--- config.mk ---
export PLATFORM = sky130hd
export DESIGN_NAME = dual_timer_irqc
export DESIGN_NICKNAME = d
export VERILOG_FILES = /design/src/rtl/dtirq_pkg.sv /design/src/rtl/dtirq_regdec.sv /design/src/rtl/dtirq_timer.sv /design/src/rtl/dtirq_intc.sv /design/src/rtl/dual_timer_irqc.sv
export SDC_FILE = /design/constraint.sdc
export NUM_CORES = 1
export LEC_CHECK = 0
export BUFFER_PORTS_ARGS = -buffer_cell sky130_fd_sc_hd__buf_2
export CAP_MARGIN = 0
export CELL_PAD_IN_SITES_DETAIL_PLACEMENT = 2
export CELL_PAD_IN_SITES_GLOBAL_PLACEMENT = 2
export CORE_MARGIN = 2
export CORE_UTILIZATION = 41
export CTS_CLUSTER_SIZE = 30
export DETAILED_ROUTE_END_ITERATION = 8
export HOLD_SLACK_MARGIN = 0.15
export PLACE_DENSITY = 0.86
export SLEW_MARGIN = 15
export SYNTH_ARGS = -nofsm -noshare
export SYNTH_HDL_FRONTEND = slang
export SYNTH_SLANG_ARGS = --single-unit
--- constraint.sdc ---
create_clock -name clk -period 2.8 [get_ports clk]
set_clock_uncertainty 0.2 [all_clocks]
set_input_delay 0.14 -clock clk [delete_from_list [all_inputs] [get_ports clk]]
set_output_delay 0.14 -clock clk [all_outputs]
set_load 0.05 [all_outputs]
--- src/rtl/dtirq_pkg.sv ---
package dtirq_pkg;
  localparam int CNT_W   = 16;
  localparam int BYTE_W  = 8;
  localparam int NFLAG   = 7;
  localparam int NREG    = 16;

  typedef logic [CNT_W-1:0] cnt_t;
  typedef logic [NFLAG-1:0] flag_t;

  typedef enum logic [3:0] {
    IX_PB      = 4'd0,
    IX_PA      = 4'd1,
    IX_DIRB    = 4'd2,
    IX_DIRA    = 4'd3,
    IX_T1C_LO  = 4'd4,
    IX_T1C_HI  = 4'd5,
    IX_T1L_LO  = 4'd6,
    IX_T1L_HI  = 4'd7,
    IX_T2C_LO  = 4'd8,
    IX_T2C_HI  = 4'd9,
    IX_SHIFT   = 4'd10,
    IX_AUX     = 4'd11,
    IX_PERIPH  = 4'd12,
    IX_FLAGS   = 4'd13,
    IX_ENABLE  = 4'd14,
    IX_PA_NH   = 4'd15
  } reg_idx_e;

  localparam int FB_SHIFT = 2;
  localparam int FB_T2    = 5;
  localparam int FB_T1    = 6;

  localparam flag_t IRQ_SRC_MASK = 7'h64;
  localparam flag_t SHIFT_FLAGS  = 7'h1C;

  // Timer 1 step: after 0xFFFF the latch is reloaded, else decrement.
  function automatic cnt_t reload_step(input cnt_t cnt, input cnt_t lat);
    return (cnt == '1) ? lat : cnt - cnt_t'(1);
  endfunction

  // Timer 2 step: plain modulo decrement.
  function automatic cnt_t wrap_step(input cnt_t cnt);
    return cnt - cnt_t'(1);
  endfunction

  // Enable register update: bit 7 selects set or clear of bits 6:0.
  function automatic flag_t mask_update(input flag_t cur, input logic [BYTE_W-1:0] d);
    return d[BYTE_W-1] ? (cur | d[NFLAG-1:0]) : (cur & ~d[NFLAG-1:0]);
  endfunction

  function automatic logic [BYTE_W-1:0] flag_view(input flag_t f, input flag_t m);
    return {|(f & m), f};
  endfunction
endpackage

--- src/rtl/dtirq_regdec.sv ---
module dtirq_regdec #(
  parameter int ADDR_W  = 13,
  parameter int IDX_LSB = 9,
  parameter int NREG    = 16
) (
  input  logic                    sel,
  input  logic                    wr,
  input  logic [ADDR_W-1:0]       addr,
  output logic [$clog2(NREG)-1:0] idx,
  output logic [NREG-1:0]         wr_stb,
  output logic [NREG-1:0]         rd_stb
);
  localparam int IDX_W = $clog2(NREG);

  assign idx = addr[IDX_LSB +: IDX_W];

  for (genvar g = 0; g < NREG; g++) begin : g_stb
    assign wr_stb[g] = sel &  wr & (idx == IDX_W'(g));
    assign rd_stb[g] = sel & ~wr & (idx == IDX_W'(g));
  end
endmodule

--- src/rtl/dtirq_timer.sv ---
module dtirq_timer
  import dtirq_pkg::*;
#(
  parameter bit   AUTO_RELOAD = 1'b0,
  parameter cnt_t RST_COUNT   = '1
) (
  input  logic              clk,
  input  logic              rst_n,
  input  logic              tick,
  input  logic              lo_we,
  input  logic              hi_we,
  input  logic              load,
  input  logic [BYTE_W-1:0] wbyte,
  output cnt_t              count,
  output cnt_t              latch,
  output logic              zero_cross
);
  localparam int HALF = CNT_W / 2;

  cnt_t latch_d;
  cnt_t count_d;
  cnt_t step_v;

  always_comb begin
    latch_d = latch;
    if (lo_we) latch_d[HALF-1:0]     = wbyte;
    if (hi_we) latch_d[CNT_W-1:HALF] = wbyte;
  end

  if (AUTO_RELOAD) begin : g_reload
    assign step_v = reload_step(count, latch);
  end else begin : g_wrap
    assign step_v = wrap_step(count);
  end

  always_comb begin
    if (load)      count_d = latch_d;
    else if (tick) count_d = step_v;
    else           count_d = count;
  end

  assign zero_cross = tick & ~load & (count == '0);

  always_ff @(posedge clk or negedge rst_n) begin
    if (!rst_n) begin
      latch <= '1;
      count <= RST_COUNT;
    end else begin
      latch <= latch_d;
      count <= count_d;
    end
  end
endmodule

--- src/rtl/dtirq_intc.sv ---
module dtirq_intc
  import dtirq_pkg::*;
(
  input  logic              clk,
  input  logic              rst_n,
  input  flag_t             set_vec,
  input  flag_t             clr_vec,
  input  logic              ier_we,
  input  logic [BYTE_W-1:0] wbyte,
  output flag_t             ifr,
  output flag_t             ier,
  output logic              irq,
  output logic [BYTE_W-1:0] flags_rd,
  output logic [BYTE_W-1:0] mask_rd
);
  always_ff @(posedge clk or negedge rst_n) begin
    if (!rst_n) begin
      ifr <= '0;
      ier <= '0;
    end else begin
      ifr <= (ifr & ~clr_vec) | set_vec;
      if (ier_we) ier <= mask_update(ier, wbyte);
    end
  end

  assign irq      = |(ifr & ier & IRQ_SRC_MASK);
  assign flags_rd = flag_view(ifr, ier);
  assign mask_rd  = {1'b1, ier};
endmodule

--- src/rtl/dual_timer_irqc.sv ---
module dual_timer_irqc
  import dtirq_pkg::*;
#(
  parameter int ADDR_W  = 13,
  parameter int IDX_LSB = 9
) (
  input  logic              clk,
  input  logic              rst_n,
  input  logic              tick,
  input  logic              sel,
  input  logic              wr,
  input  logic [ADDR_W-1:0] addr,
  input  logic [7:0]        wdata,
  input  logic [2:0]        shift_evt,
  output logic [7:0]        rdata,
  output logic              irq
);
  localparam int HALF = CNT_W / 2;

  logic [3:0]      idx;
  logic [NREG-1:0] wr_stb;
  logic [NREG-1:0] rd_stb;

  dtirq_regdec #(.ADDR_W(ADDR_W), .IDX_LSB(IDX_LSB), .NREG(NREG)) u_dec (
    .sel(sel), .wr(wr), .addr(addr), .idx(idx), .wr_stb(wr_stb), .rd_stb(rd_stb)
  );

  // Plain storage registers
  logic [7:0] pb_q, pa_q, dirb_q, dira_q, shift_q, aux_q, periph_q, panh_q;

  always_ff @(posedge clk or negedge rst_n) begin
    if (!rst_n) begin
      pb_q     <= '0;
      pa_q     <= '0;
      dirb_q   <= 8'hFF;
      dira_q   <= '0;
      shift_q  <= '0;
      aux_q    <= '0;
      periph_q <= '0;
      panh_q   <= '0;
    end else begin
      if (wr_stb[IX_PB])     pb_q     <= wdata;
      if (wr_stb[IX_PA])     pa_q     <= wdata;
      if (wr_stb[IX_DIRB])   dirb_q   <= wdata;
      if (wr_stb[IX_DIRA])   dira_q   <= wdata;
      if (wr_stb[IX_SHIFT])  shift_q  <= wdata;
      if (wr_stb[IX_AUX])    aux_q    <= wdata;
      if (wr_stb[IX_PERIPH]) periph_q <= wdata;
      if (wr_stb[IX_PA_NH])  panh_q   <= wdata;
    end
  end

  // Timer 1: auto-reloading
  cnt_t t1_count, t1_latch;
  logic t1_load, t1_evt;
  assign t1_load = wr_stb[IX_T1C_HI];

  dtirq_timer #(.AUTO_RELOAD(1'b1), .RST_COUNT('1)) u_t1 (
    .clk(clk), .rst_n(rst_n), .tick(tick),
    .lo_we(wr_stb[IX_T1C_LO] | wr_stb[IX_T1L_LO]),
    .hi_we(wr_stb[IX_T1C_HI] | wr_stb[IX_T1L_HI]),
    .load(t1_load), .wbyte(wdata),
    .count(t1_count), .latch(t1_latch), .zero_cross(t1_evt)
  );

  // Timer 2: wrapping, one-shot flag
  cnt_t t2_count, t2_latch;
  logic t2_load, t2_evt, t2_armed;
  assign t2_load = wr_stb[IX_T2C_HI];

  dtirq_timer #(.AUTO_RELOAD(1'b0), .RST_COUNT('0)) u_t2 (
    .clk(clk), .rst_n(rst_n), .tick(tick),
    .lo_we(wr_stb[IX_T2C_LO]),
    .hi_we(wr_stb[IX_T2C_HI]),
    .load(t2_load), .wbyte(wdata),
    .count(t2_count), .latch(t2_latch), .zero_cross(t2_evt)
  );

  always_ff @(posedge clk or negedge rst_n) begin
    if (!rst_n)       t2_armed <= 1'b0;
    else if (t2_load) t2_armed <= 1'b1;
    else if (t2_evt)  t2_armed <= 1'b0;
  end

  // Flag set/clear sources
  logic  t1_free;
  logic  t1_flag_set, t2_flag_set;
  flag_t set_vec, clr_vec;

  assign t1_free     = (aux_q[7:6] == 2'b01);
  assign t1_flag_set = t1_evt & t1_free;
  assign t2_flag_set = t2_evt & t2_armed;

  always_comb begin
    set_vec = '0;
    set_vec[FB_T1] = t1_flag_set;
    set_vec[FB_T2] = t2_flag_set;
    set_vec[FB_SHIFT +: 3] = shift_evt;

    clr_vec = wr_stb[IX_FLAGS] ? wdata[NFLAG-1:0] : '0;
    if (rd_stb[IX_T1C_LO] | wr_stb[IX_T1C_HI] | wr_stb[IX_T1L_HI]) clr_vec[FB_T1] = 1'b1;
    if (rd_stb[IX_T2C_LO] | wr_stb[IX_T2C_HI])                     clr_vec[FB_T2] = 1'b1;
    if (rd_stb[IX_SHIFT])                                          clr_vec = clr_vec | SHIFT_FLAGS;
  end

  flag_t      ifr_q, ier_q;
  logic [7:0] flags_rd, mask_rd;

  dtirq_intc u_intc (
    .clk(clk), .rst_n(rst_n), .set_vec(set_vec), .clr_vec(clr_vec),
    .ier_we(wr_stb[IX_ENABLE]), .wbyte(wdata),
    .ifr(ifr_q), .ier(ier_q), .irq(irq), .flags_rd(flags_rd), .mask_rd(mask_rd)
  );

  // Read multiplexer
  always_comb begin
    unique case (reg_idx_e'(idx))
      IX_PB:     rdata = pb_q;
      IX_PA:     rdata = pa_q;
      IX_DIRB:   rdata = dirb_q;
      IX_DIRA:   rdata = dira_q;
      IX_T1C_LO: rdata = t1_count[HALF-1:0];
      IX_T1C_HI: rdata = t1_count[CNT_W-1:HALF];
      IX_T1L_LO: rdata = t1_latch[HALF-1:0];
      IX_T1L_HI: rdata = t1_latch[CNT_W-1:HALF];
      IX_T2C_LO: rdata = t2_count[HALF-1:0];
      IX_T2C_HI: rdata = t2_count[CNT_W-1:HALF];
      IX_SHIFT:  rdata = shift_q;
      IX_AUX:    rdata = aux_q;
      IX_PERIPH: rdata = periph_q;
      IX_FLAGS:  rdata = flags_rd;
      IX_ENABLE: rdata = mask_rd;
      IX_PA_NH:  rdata = panh_q;
      default:   rdata = '0;
    endcase
  end

  logic unused_ok;
  assign unused_ok = ^{t2_latch, rd_stb[IX_PB], rd_stb[IX_PA]};
endmodule

==> impl_results.md, run 1 <==
- Clk Latency, worst-skew pair: 0.44 ns
- Pwr Total: 7.39 mW
- Tmin final: 2.75 ns
- Max clock buf depth: 2
- Synthesized cell area: 7440 sq um
- IO buf count: 28
- TNS Setup: 0 ns
- Seq cells post-synth: 135
- Crit-path max FO: 3
- Largest net degree at the start of global routing: 54
- Clock transition at path regs: 0.07 ns
- Routed vias: 6564
- Top post-synthesis cells by area: dfrtp_1 29%, dfstp_2 17%, mux2_2 14%
- DR iter-0 viols: 520
- Primary FF master, synth: dfrtp_1
- Final WS setup: 0.0545 ns
- Critical path required time: 2.46 ns
- N_diodes: 0
- Post-DRT Antenna Nets: 0
- First-pass DRT Iterations: 5
- Num CTS Buffers: 17
- Cell area after layout: 8700 sq um
- Clock H-tree levels: 4
- Final RePlAce weighted congestion: 0.889
- Synth area leader: dfrtp_1
- Placed Cells: 942
- Std cell rows: 49
- Sequential cell area: 3440 sq um
- Mapped Nets: 733
- GRT Util Overall: 33.3%
- # DRC: 0
- Worst Path Arrival: 2.41 ns
- DIE AREA: 19200 sq um
- NumNets Final: 783
- Routed vias/inst: 6.62
- CTS tree: built
- WL final: 31300 um
- Slew @ Worst Pin: 0.912 ns
- Post-CTS setup buffer count: 0
- Avg WL per Cell: 31.5 um
- Max VDD drop: 0.447 mV
- Ys async rst share: 100%
- Fin. max-slew vios: 0
- Avg Cell Area, Syn: 10.6 sq um
- Die Ht: 139 um
- Crit-path cells: a222oi_1 > a311o_1 > o221ai_1 > o22a_1 > buf_2
- CP delay by family, top: compound AO/OA/AOI/OAI gates
- Max-cap violations: 0
- CP max-delay cell: a222oi_1
- Clk sinks: 135
- RSZ-0062 raised after global routing: no
- Max stage delay on crit path: 0.53 ns
- Worst Hold Class: in -> reg
- Pwr Density: 849 nW/um^2
- Die X: 139 um
- Worst setup SP type: register
- Root Driver: clkbuf_16
- Setup violations, final: 0
- Antenna violations before repair: 0
- GRT overflow: 0
- DP Area: 7950 sq um
- Number of global-route vias before repair: 7384
- Yosys warns: 0
- Fillers: 1817
- Crit path capture type: output pin
- Leakage: 3.53 nW
- Post-DP HPWL: 19900 um
- Area occupied by multi-input gates: 3740 sq um
- Top-Level Pins: 38
- Worst slack, placed: 0.328 ns
- Crit share post-route: 98.1%
- Crit path kind: reg -> out
- Initial Utilization: 41.5%
- Register area share after synthesis: 46.2%
- Layout cells sized above 1: 34.2%
- Fmax: 0.364 GHz
- WHS: 0.213 ns
- Final non-filler cell total: 992
- Final Hold Viols: 0
- Final core utilization: 48.6%
- Synthesis-to-finish area growth: 17.0%
- Cells after Synth: 700
- First-pass GRT wire length: 47900 um
- Status: finished clean
- Rel. slew slack: 39.0%
- CORE AREA: 17900 sq um
- Buffer and inverter count on the worst path: 1
- Post-synth EDFFs: 0
- Yosys top cell area share: 29.3%
- Unique masters post-synth: 73
[registers in the layout (all words and copies together), names as in the netlist, named ones only]
| register | count |
|---|---|
| u_t2.count | 16 |
| dira_q | 8 |
| periph_q | 8 |
| t2_armed | 1 |
| pb_q | 8 |
| dirb_q | 8 |
| u_t1.latch | 16 |
| aux_q | 8 |
| u_intc.ifr | 7 |
| shift_q | 8 |
| u_t2.latch | 8 |
| u_t1.count | 16 |
| pa_q | 8 |
| panh_q | 8 |
[layer usage]
layer | GRT usage [%] | up-vias | routed length, um
met1 | 40.2 | 3401 | 11900
met2 | 55.7 | 350 | 15300
met5 | 0 | - | 0
met4 | 18.8 | 0 | 1940
met3 | 7.29 | 147 | 2060
li1 | - | 2666 | -
[power breakdown]
| part | switching [mW] | internal (mW) | leakage (nW) |
|---|---|---|---|
| logic | 1.02 | 0.792 | 1.64 |
| clock network | 1.00 | 1.27 | 0.286 |
| registers | 0.700 | 2.60 | 1.60 |
[logic make-up (layout without fill, tap and decap cells)]
family | Yosys count | in the layout | share of synthesized area (%)
simple gates | 200 | 200 | 14.9
compound gates | 156 | 156 | 13.7
flops | 135 | 135 | 46.2
mux | 118 | 118 | 17.9
buf+inv | 62 | 125 | 3.57
xor+xnor | 25 | 25 | 2.94
fa+ha+maj | 4 | 4 | 0.673
[synthesized netlist by cell type (4+ instances only)]
master	count
a21oi_1	21
a221oi_1	5
a22o_1	4
a22oi_1	7
a31o_2	4
a31oi_1	11
a32o_1	5
a32oi_1	5
buf_2	17
clkbuf_1	31
dfrtp_1	87
dfstp_2	48
ha_1	4
inv_1	10
mux2_1	8
mux2_2	92
mux2i_1	16
nand2_1	72
nand2b_1	5
nand3_1	7
nand4_1	8
nor2_1	27
nor2b_1	9
nor3_1	14
nor3_2	5
nor3b_1	15
o211ai_1	6
o21ai_0	44
o21ai_1	11
o22ai_1	7
or3_1	8
xnor2_1	14
xor2_1	11
[layout by cell type (no fill, tap or decap), drive strengths merged, types with 4 or more instances in the layout]
cell type	Yosys	routed
o21ai	55	55
a22o	4	4
or3	9	9
dfrtp	87	87
clkbuf	31	18
xnor2	14	14
nor2	28	28
a32oi	5	5
nand2	73	73
inv	11	19
a32o	5	5
xor2	11	11
a31oi	11	11
nor3b	16	16
dfstp	48	48
nor2b	9	9
o211ai	6	6
dlygate4sd3	0	18
nor3	19	19
nor4	5	5
ha	4	4
a221oi	5	5
a31o	4	4
buf	20	64
clkinv	0	4
a22oi	7	7
or4	4	4
o22ai	7	7
nand3	7	7
nand2b	5	5
nand4	8	8
mux2i	16	16
mux2	100	100
a21oi	21	21
[worst register-to-register path: stages, from the launching register on]
cell and delay [ns]:
dfrtp_1 0.46, inv_1 0.14, ha_1 0.20, nand4bb_1 0.26, nor4_2 0.36, nor4b_1 0.47
xnor2_1 0.14, o21ai_0 0.23
[final timing paths]
check,from,end,slack [ns],depth (start not counted)
max reg2reg,u_t2.count[1]$_DFFE_PN0P_,u_t2.count[12]$_DFFE_PN0P_,0.24,7
max,u_intc.ifr[5]$_DFF_PN0_,rdata[7],0.05,5
min reg2reg,dira_q[1]$_DFFE_PN0P_,dira_q[1]$_DFFE_PN0P_,0.31,1
max in group asynchronous,rst_n,pa_q[7]$_DFFE_PN0P_,0.81,3
min in group asynchronous,rst_n,u_t1.count[12]$_DFFE_PN1P_,0.24,2
min,wr,u_intc.ifr[6]$_DFF_PN0_,0.21,6
[repair_timing]
action	4_1_cts	5_1_grt
setup endpoints to repair	0	2
hold buffers	18	0
hold endpoints to repair	236	0
gates resized for setup	0	1
[area by class of cell]
| type | instances | area share [%] |
|---|---|---|
| clock inverter | 14 | 1.57 |
| multi-input combinational | 503 | 43.0 |
| sequential | 135 | 39.5 |
| timing repair buffer | 82 | 7.14 |
| clock buffer | 18 | 5.05 |
| tap | 229 | 3.29 |
| inverter | 11 | 0.474 |
No activity file was read; power rests on OpenSTA's default activity.
==> inputs of run 2 (changes only) <==
--- a/config.mk
+++ b/config.mk
@@ -10,11 +10,11 @@
 export CELL_PAD_IN_SITES_DETAIL_PLACEMENT = 2
 export CELL_PAD_IN_SITES_GLOBAL_PLACEMENT = 2
 export CORE_MARGIN = 2
-export CORE_UTILIZATION = 41
+export CORE_UTILIZATION = 44
 export CTS_CLUSTER_SIZE = 30
 export DETAILED_ROUTE_END_ITERATION = 8
 export HOLD_SLACK_MARGIN = 0.15
-export PLACE_DENSITY = 0.86
+export PLACE_DENSITY = 0.91
 export SLEW_MARGIN = 15
 export SYNTH_ARGS = -nofsm -noshare
 export SYNTH_HDL_FRONTEND = slang
==> constraint.sdc (replaced) <==
create_clock -name clk -period 3.3 [get_ports clk]
set_clock_uncertainty 0.2 [all_clocks]
set_input_delay 0.165 -clock clk [delete_from_list [all_inputs] [get_ports clk]]
set_output_delay 0.165 -clock clk [all_outputs]
set_load 0.05 [all_outputs]
==> impl_results.md, run 2 (synthesized netlist as in run 1, its figures left out) <==
- IO buf count: 28
- R2R setup slack: 0.67 ns
- Clk sinks: 135
- Routed vias/inst: 6.73
- Final WS setup: 0.352 ns
- Final Hold Viols: 0
- Fin. max-slew vios: 0
- Setup violations, final: 0
- CP max-delay cell: nor2_1
- Clk Latency, worst-skew pair: 0.44 ns
- Crit share post-route: 89.3%
- NumNets Final: 769
- First-pass DRT Iterations: 5
- CTS resizes: 0
- WL met3: 2100 um
- Num CTS Buffers: 17
- Worst slack, placed: 0.526 ns
- Worst Hold Class: in -> async
- Worst setup SP type: primary input
- Tmin final: 2.95 ns
- CORE AREA: 16500 sq um
- Post-DRT Antenna Nets: 0
- DIE AREA: 18000 sq um
- DR iter-0 viols: 736
- Routed vias: 6522
- Std cell rows: 47
- Avg WL per Cell: 33.2 um
- Crit-path max FO: 25
- Number of global-route vias before repair: 7289
- Layout cells sized above 1: 32.6%
- Die X: 134 um
- RSZ-0062 raised after global routing: no
- Max VDD drop: 0.449 mV
- GRT Util Overall: 37.2%
- Initial Utilization: 45.0%
- Leakage: 3.48 nW
- Top-Level Pins: 38
- Slew @ Worst Pin: 0.974 ns
- Status: finished clean
- Routed length on met2: 15700 um
- Top sig layer: met4
- Crit. Startpoint: addr[9]
- Crit path capture type: output pin
- R2R cell count: 4
- Largest net degree at the start of global routing: 79
- # DRC: 0
- Synthesis-to-finish area growth: 16.0%
- Max clock buf depth: 2
- Pwr Total: 6.51 mW
- Crit path kind: in -> out
- Reg2reg end: u_t1.count[15]$_DFFE_PN1P_
- Die Ht: 134 um
- Root Driver: clkbuf_16
- N_diodes: 0
- Commonest non-fill, non-tap cell in the layout: mux2_2
- Post-DP HPWL: 20000 um
- Worst Path Arrival: 2.58 ns
- First-pass GRT wire length: 48500 um
- Rel. slew slack: 35.0%
- Crit-path cells: buf_2 > buf_4 > nor2_1 > a22oi_1 > o221ai_1 > o21ai_0 > a31oi_1 > buf_2
- Fmax: 0.339 GHz
- CTS tree: built
- Top Registers: u_t1.count (16), u_t1.latch (16), u_t2.count (16)
- Clock transition at path regs: 0.06 ns
- WL final: 32100 um
- Final core utilization: 52.2%
- Antenna violations before repair: 0
- Max-cap violations: 0
- Final RePlAce weighted congestion: 0.941
- CP dominant cell by count: buf_2
- Worst setup path end: rdata[0]
- Clock H-tree levels: 4
- Commonest non-fill, non-tap cells in the layout: 92 x mux2_2, 87 x dfrtp_1, 72 x nand2_1
- Critical path required time: 2.93 ns
- Max stage delay on crit path: 0.46 ns
- FF-to-FF Start: u_t1.count[10]$_DFFE_PN1P_
- TNS Setup: 0 ns
- Pwr Density: 754 nW/um^2
- Met1 wire length: 12300 um
- GRT overflow: 0
run 2: what timing repair did:
| action | in CTS | in global routing |
|---|---|---|
| setup buffers | 0 | 0 |
| hold buffers | 17 | 0 |
| endpoints found under the hold margin | 167 | 0 |
run 2: power breakdown:
| group | internal [mW] | switching [mW] | leakage, nW |
|---|---|---|---|
| clock | 1.34 | 0.778 | 0.310 |
| combinational | 0.666 | 0.926 | 1.57 |
| sequential | 2.21 | 0.587 | 1.60 |
| total | 4.21 | 2.29 | 3.48 |
run 2: worst max-delay path: cells and delay by family:
kind / cells / cell delay [ns]
AOI/OAI and AO/OA: 4 / 1.09
buffers and inverters: 3 / 0.87
and+or+nand+nor: 1 / 0.46
run 2: final cells by class:
type | instances | area [sq um]
fill | 1626 | 7900
tap | 220 | 275
inverter | 11 | 41.3
clock buffer | 24 | 492
sequential | 135 | 3440
clock inverter | 8 | 143
multi-input combinational | 503 | 3740
timing repair buffer | 68 | 502
run 2: stage by stage:
step,hold WS [ns],instances,area [sq um]
floorplan,-0.331,700,7440
global placement,0.0551,920,7830
detailed placement,0.0655,920,7830
CTS,0.192,969,8630
global route,0.222,969,8630
finish,0.162,969,8630
run 2: worst min path at each step:
stage / start / slack, ns / depth (start not counted) / endpoint
after floorplan: rst_n / -0.33 / 0 / asynchronous set/reset pin
after global placement: rst_n / 0.06 / 1 / panh_q[4]$_DFFE_PN0P_
after CTS: rst_n / 0.19 / 2 / u_intc.ifr[6]$_DFF_PN0_
final: rst_n / 0.16 / 2 / u_intc.ifr[6]$_DFF_PN0_
after global routing: rst_n / 0.22 / 2 / u_intc.ifr[6]$_DFF_PN0_
after detailed placement: rst_n / 0.07 / 1 / panh_q[6]$_DFFE_PN0P_
run 2: layer usage:
| metal | global-route usage, % | up-vias |
|---|---|---|
| met5 | 0 | - |
| met4 | 22.1 | 0 |
| met3 | 7.97 | 135 |
| met2 | 61.0 | 346 |
| met1 | 45.2 | 3408 |
| li1 | - | 2633 |
